`src/rtl/irq_ev_pkg.sv`:
```
package irq_ev_pkg;
  localparam int EW        = 32;
  localparam int NCTX_MAX  = 16;
  localparam int OFF_SET   = 'h80;
  localparam int OFF_CLR   = 'h84;
  localparam int B_ROM     = 30;
  localparam int B_PHYREG  = 26;
  localparam int B_CLONG   = 25;
  localparam int B_UNREC   = 24;
  localparam int B_INCONS  = 23;
  localparam int B_LOST    = 22;
  localparam int B_C64     = 21;
  localparam int B_SYNCH   = 20;
  localparam int B_PHYIRQ  = 19;
  localparam int B_BRST    = 17;
  localparam int B_SELFID  = 16;
  localparam int MEN_BIT   = 31;
  localparam logic [EW-1:0] RSVD_MASK  = 32'hB804_0000;
  localparam logic [EW-1:0] VALID_MASK = ~RSVD_MASK;
endpackage

```
`src/rtl/irq_hw_gather.sv`:
```
module irq_hw_gather
  import irq_ev_pkg::*;
#(
  parameter int NCTX = 16
) (
  input  logic            unrec_q,
  input  logic [NCTX-1:0] ctx_evt_i,
  input  logic [NCTX-1:0] ctx_dead_i,
  input  logic            ev_rom_done_i,
  input  logic            ev_phy_reg_i,
  input  logic            ev_cyc_long_i,
  input  logic            ev_unrec_i,
  input  logic            ev_cyc_incons_i,
  input  logic            ev_cyc_lost_i,
  input  logic            ev_cyc64_i,
  input  logic            ev_cyc_synch_i,
  input  logic            ev_phy_irq_i,
  input  logic            ev_bus_reset_i,
  input  logic            ev_selfid_i,
  output logic [EW-1:0]   hw_set,
  output logic            brst_hit
);
  logic [NCTX_MAX-1:0] ctx_set;

  for (genvar i = 0; i < NCTX_MAX; i++) begin : g_ctx
    if (i < NCTX) begin : g_used
      assign ctx_set[i] = ctx_evt_i[i] & ~(unrec_q & ctx_dead_i[i]);
    end else begin : g_unused
      assign ctx_set[i] = 1'b0;
    end
  end

  always_comb begin
    hw_set                    = '0;
    hw_set[NCTX_MAX-1:0]      = ctx_set;
    hw_set[B_ROM]             = ev_rom_done_i;
    hw_set[B_PHYREG]          = ev_phy_reg_i;
    hw_set[B_CLONG]           = ev_cyc_long_i;
    hw_set[B_UNREC]           = ev_unrec_i;
    hw_set[B_INCONS]          = ev_cyc_incons_i;
    hw_set[B_LOST]            = ev_cyc_lost_i;
    hw_set[B_C64]             = ev_cyc64_i;
    hw_set[B_SYNCH]           = ev_cyc_synch_i;
    hw_set[B_PHYIRQ]          = ev_phy_irq_i;
    hw_set[B_BRST]            = ev_bus_reset_i;
    hw_set[B_SELFID]          = ev_selfid_i;
  end

  assign brst_hit = ev_bus_reset_i;
endmodule

```
`src/rtl/irq_event_bits.sv`:
```
module irq_event_bits
  import irq_ev_pkg::*;
(
  input  logic          clk,
  input  logic          rst,
  input  logic [EW-1:0] sw_set,
  input  logic [EW-1:0] sw_clr,
  input  logic [EW-1:0] hw_set,
  input  logic          brst_hit,
  output logic [EW-1:0] ev_q
);
  logic [EW-1:0] ev_nxt;

  always_comb begin
    ev_nxt = ((ev_q | sw_set) & ~sw_clr) | hw_set;
    if (brst_hit) ev_nxt[B_SELFID] = 1'b0;
    ev_nxt = ev_nxt & VALID_MASK;
  end

  always_ff @(posedge clk) begin
    if (rst) ev_q <= '0;
    else     ev_q <= ev_nxt;
  end
endmodule

```
`src/rtl/irq_read_port.sv`:
```
module irq_read_port
  import irq_ev_pkg::*;
#(
  parameter int AW = 8
) (
  input  logic          clk,
  input  logic          rst,
  input  logic          rd_en_i,
  input  logic [AW-1:0] addr_i,
  input  logic [EW-1:0] ev_q,
  input  logic [EW-1:0] mask_i,
  output logic [EW-1:0] rdata_o
);
  localparam logic [AW-1:0] A_SET = AW'(OFF_SET);
  localparam logic [AW-1:0] A_CLR = AW'(OFF_CLR);

  logic [EW-1:0] rd_mux;

  always_comb begin
    rd_mux = '0;
    if (rd_en_i) begin
      if (addr_i == A_SET)      rd_mux = ev_q;
      else if (addr_i == A_CLR) rd_mux = ev_q & mask_i;
    end
  end

  always_ff @(posedge clk) begin
    if (rst) rdata_o <= '0;
    else     rdata_o <= rd_mux;
  end
endmodule

```
`src/rtl/irq_out.sv`:
```
module irq_out
  import irq_ev_pkg::*;
(
  input  logic          clk,
  input  logic          rst,
  input  logic [EW-1:0] ev_q,
  input  logic [EW-1:0] mask_i,
  output logic          irq_o
);
  logic any_hit;

  assign any_hit = |(ev_q & mask_i);

  always_ff @(posedge clk) begin
    if (rst) irq_o <= 1'b0;
    else     irq_o <= mask_i[MEN_BIT] & any_hit;
  end
endmodule

```
`src/rtl/irq_event_reg.sv`:
```
module irq_event_reg
  import irq_ev_pkg::*;
#(
  parameter int AW   = 8,
  parameter int NCTX = 16
) (
  input  logic            clk,
  input  logic            rst,
  input  logic            wr_en_i,
  input  logic            rd_en_i,
  input  logic [AW-1:0]   addr_i,
  input  logic [31:0]     wdata_i,
  output logic [31:0]     rdata_o,
  input  logic [31:0]     mask_i,
  input  logic [NCTX-1:0] ctx_evt_i,
  input  logic [NCTX-1:0] ctx_dead_i,
  input  logic            ev_rom_done_i,
  input  logic            ev_phy_reg_i,
  input  logic            ev_cyc_long_i,
  input  logic            ev_unrec_i,
  input  logic            ev_cyc_incons_i,
  input  logic            ev_cyc_lost_i,
  input  logic            ev_cyc64_i,
  input  logic            ev_cyc_synch_i,
  input  logic            ev_phy_irq_i,
  input  logic            ev_bus_reset_i,
  input  logic            ev_selfid_i,
  input  logic            cm_set_i,
  output logic            cycle_master_o,
  output logic            irq_o
);
  localparam logic [AW-1:0] A_SET = AW'(OFF_SET);
  localparam logic [AW-1:0] A_CLR = AW'(OFF_CLR);

  logic [EW-1:0] ev_q;
  logic [EW-1:0] hw_set;
  logic [EW-1:0] sw_set;
  logic [EW-1:0] sw_clr;
  logic          brst_hit;

  assign sw_set = (wr_en_i && addr_i == A_SET) ? wdata_i : '0;
  assign sw_clr = (wr_en_i && addr_i == A_CLR) ? wdata_i : '0;

  irq_hw_gather #(.NCTX(NCTX)) u_gather (
    .unrec_q         (ev_q[B_UNREC]),
    .ctx_evt_i       (ctx_evt_i),
    .ctx_dead_i      (ctx_dead_i),
    .ev_rom_done_i   (ev_rom_done_i),
    .ev_phy_reg_i    (ev_phy_reg_i),
    .ev_cyc_long_i   (ev_cyc_long_i),
    .ev_unrec_i      (ev_unrec_i),
    .ev_cyc_incons_i (ev_cyc_incons_i),
    .ev_cyc_lost_i   (ev_cyc_lost_i),
    .ev_cyc64_i      (ev_cyc64_i),
    .ev_cyc_synch_i  (ev_cyc_synch_i),
    .ev_phy_irq_i    (ev_phy_irq_i),
    .ev_bus_reset_i  (ev_bus_reset_i),
    .ev_selfid_i     (ev_selfid_i),
    .hw_set          (hw_set),
    .brst_hit        (brst_hit)
  );

  irq_event_bits u_bits (
    .clk      (clk),
    .rst      (rst),
    .sw_set   (sw_set),
    .sw_clr   (sw_clr),
    .hw_set   (hw_set),
    .brst_hit (brst_hit),
    .ev_q     (ev_q)
  );

  irq_read_port #(.AW(AW)) u_rd (
    .clk     (clk),
    .rst     (rst),
    .rd_en_i (rd_en_i),
    .addr_i  (addr_i),
    .ev_q    (ev_q),
    .mask_i  (mask_i),
    .rdata_o (rdata_o)
  );

  irq_out u_irq (
    .clk    (clk),
    .rst    (rst),
    .ev_q   (ev_q),
    .mask_i (mask_i),
    .irq_o  (irq_o)
  );

  always_ff @(posedge clk) begin
    if (rst)                cycle_master_o <= 1'b0;
    else if (ev_cyc_long_i) cycle_master_o <= 1'b0;
    else if (cm_set_i)      cycle_master_o <= 1'b1;
  end
endmodule

```
`config.mk`:
```
export PLATFORM = sky130hd
export DESIGN_NAME = irq_event_reg
export DESIGN_NICKNAME = d
export VERILOG_FILES = /design/src/rtl/irq_ev_pkg.sv /design/src/rtl/irq_hw_gather.sv /design/src/rtl/irq_event_bits.sv /design/src/rtl/irq_read_port.sv /design/src/rtl/irq_out.sv /design/src/rtl/irq_event_reg.sv
export SDC_FILE = /design/constraint.sdc
export NUM_CORES = 1
export LEC_CHECK = 0
export BUFFER_PORTS_ARGS = -buffer_cell sky130_fd_sc_hd__buf_2
export CORE_MARGIN = 2
export CORE_UTILIZATION = 32
export CTS_CLUSTER_DIAMETER = 120
export DETAILED_ROUTE_END_ITERATION = 7
export GPL_ROUTABILITY_DRIVEN = 0
export PLACE_DENSITY = 0.69
export SLEW_MARGIN = 20
export SYNTH_ARGS = -nofsm -noshare
export SYNTH_HDL_FRONTEND = slang
export SYNTH_SLANG_ARGS = --single-unit
```
`constraint.sdc`:
```
create_clock -name clk -period 2.82 [get_ports clk]
set_clock_uncertainty 0.2 [all_clocks]
set_input_delay 0.282 -clock clk [delete_from_list [all_inputs] [get_ports clk]]
set_output_delay 0.282 -clock clk [all_outputs]
set_load 0.02 [all_outputs]
```
==> flow_metrics.tcl <==
set metrics [dict create \
    grt_pass1_vias 2522 \
    tns_ns 0 \
    endpoint_kind "flip-flop" \
    critPathKind "input port to flip-flop" \
    start_util_pct 33.1 \
    hp-start "mask_i[21]" \
    place_hpwl_um 6090 \
    internal_power_mw 1.19 \
    wire_per_inst_um 14.0 \
    grt.total_usage_pct 17.6 \
    die_area_mm2 0.00876 \
    post_cts_resized 0 \
    critPathArrivalTime_ns 1.72 \
    cts_sinks 56 \
    synthDistinctLibCells 28 \
    htreeDepth 2 \
    finalSetupViolCount 0 \
    netlist_area_mm2 0.00257 \
    cts_tree "yes" \
    ant_nets 0 \
    outcome "finished clean" \
    worstPathRequired_ns 2.82 \
    clockPowerShare_pct 33.7 \
    vias 2726 \
    finish.instance_area_mm2 0.00347 \
    finalWirelength_um 7780 \
    rsz0062_at_grt "false" \
    synth_cells 319 \
    port_buffers 139 \
    worst-path-max-fanout 22 \
    diodes 0 \
    drc 0 \
    grt_use_met3_pct 3.14 \
    drive_above_1_share_pct 36.7 \
    synth_top_cell_area_share_pct 43.6 \
    dr.pass1.iters 4 \
    switching_share_pct 25.6 \
    final_cell_mix "buf_2 (139), nand2_1 (102), dfxtp_1 (56), a21oi_1 (17)" \
    area_growth_pct 35.1 \
    clockBufferDepth 2 \
    final-hold-violation-count 0 \
    cts_setup_buffers 0 \
    top_usage_layer "met2" \
    max-cap-violations 0 \
    drt_iter0_drc 112 \
    reg2reg_from "u_bits.ev_q[24]$_SDFF_PP0_" \
    worst_pin_slew_ns 0.748 \
    coreArea_mm2 0.00777 \
    fmax_ghz 0.582 \
    synth_area_leaders "dfxtp_1 (44%), nand2_1 (15%), and4b_1 (4.3%), a31oi_1 (3.9%), or2_0 (3.9%)" \
    die_w_um 93.6 \
    grt_max_degree 31 \
    root_buffer "clkbuf_8" \
    pwr-share-seq_pct 53.6 \
    slew_viol_final 0 \
    holdWs_ns 0.00900 \
    seq_area_frac_synth_pct 43.6 \
    die_h_um 93.6 \
    hold_depth 3 \
    max-vdd-ir-drop_v 0.000264 \
    grtUsageMet1_pct 22.8 \
    numCtsBuffers 5 \
    combPwrFrac_pct 12.7 \
    ys_seq_elements 56 \
    nFillCells 834 \
    p_sw_mw 0.411 \
    cp-startpoint "addr_i[6]" \
    hp-class "input port to flip-flop" \
    clk_pin_slew_ns 0.11 \
    power_density_mw_per_mm2 462 \
    worst_skew_pair.late_latency_ns 0.31 \
    grt_pass1_wl_um 12100 \
    nets 574 \
    post_drt_via_cell_ratio 4.89 \
    rr_worst_depth 3 \
    use_met2_pct 30.6 \
    grt_overflow 0 \
    yosys.area.top_type "dfxtp_1" \
    yosysWarnings 0 \
    finalCritPeriodShare_pct 61.0 \
    layout_commonest_cell "buf_2" \
    place_area_mm2 0.00333 \
    maxSlewHeadroom_pct 50.0 \
    rows 32 \
    timing.final.crit_period_ns 1.72 \
    startpoint_type "input port" \
    avgSynthCellArea_um2 8.05 \
    p_leak_nw 1.53 \
    io_pins 154 \
    antenna_found_initial 0 \
]
[final timing paths]
check	to	slack, ns
setup / recovery	u_bits.ev_q[30]$_SDFF_PP0_	1.10
hold / removal	u_rd.rdata_o[21]$_SDFF_PP0_	0.009
setup reg to reg	u_irq.irq_o$_SDFF_PP0_	1.18
hold reg to reg	u_rd.rdata_o[22]$_SDFF_PP0_	0.25
[area by class of cell]
class | instances | area [um2] | area share [%]
repair buffers | 149 | 778 | 22.4
multi-input cells | 241 | 1330 | 38.2
clock buffers | 5 | 68.8 | 1.98
flip-flops and latches | 56 | 1120 | 32.3
clock inverters | 3 | 46.3 | 1.33
well taps | 102 | 128 | 3.68
inverters | 1 | 3.75 | 0.108
[cells by family (layout without fill, tap and decap cells)]
| kind of cell | count (synthesis) | count (layout) | share of synthesized area, % |
|---|---|---|---|
| other cells | 1 | 5 | 0.146 |
| flops | 56 | 56 | 43.6 |
| compound gates | 68 | 68 | 18.2 |
| buf+inv | 26 | 158 | 5.46 |
| simple gates | 168 | 168 | 32.5 |
[power by group through the flow]
stage / sequential [mW] / combinational (mW) / clock (mW)
after floorplan: 0.858 / 0.101 / 0
after global placement: 0.876 / 0.198 / 0
after detailed placement: 0.879 / 0.202 / 0
after CTS: 0.860 / 0.205 / 0.560
after global routing: 0.866 / 0.229 / 0.588
final: 0.859 / 0.204 / 0.541
[stage by stage]
step	worst slack (ns)	power, mW	std cells	util (%)
floorplan	1.18	0.959	323	-
global placement	0.803	1.07	546	42.8
detailed placement	0.761	1.08	546	42.8
CTS	1.10	1.62	556	44.6
global route	1.01	1.68	557	44.7
finish	1.10	1.60	557	44.7
[cell usage after synthesis, drive strengths merged]
master  instances
nand2         102
dfxtp          56
a21oi          27
a31oi          16
nand3          16
or2            16
buf            14
nor3           12
a211oi         11
and4b          11
clkbuf         11
a22oi          10
nand4           3
nor4b           2
a221oi          1
a222oi          1
a22o            1
and2            1
and3            1
conb            1
inv             1
nand3b          1
nor2            1
nor2b           1
nor4            1
o311a           1
[worst max-delay path, stage by stage]
cell and delay (ns):
buf_2 0.11, nor4b_4 0.25, buf_4 0.17, and2_1 0.54
and4b_1 0.31, nor3_1 0.05
[repair_timing]
| item | 4_1_cts | 5_1_grt |
|---|---|---|
| setup endpoints to repair | 0 | 0 |
| endpoints found under the hold margin | 2 | 1 |
| hold buffers | 2 | 1 |
[routing by layer]
layer  vias to the layer above  part of all wire (%)
li1                       1380                     -
met1                      1232                    43
met2                       110                    49
met3                         4                   6.9
met4                         0                  0.71
met5                         -                     0
[flip-flops by register name, summed over array words and instances, names as in the netlist]
| signal | count |
|---|---|
| u_rd.rdata_o | 27 |
| u_irq.irq_o | 1 |
| u_bits.ev_q | 27 |
| cycle_master_o | 1 |
(Power assumes the default switching activity.)
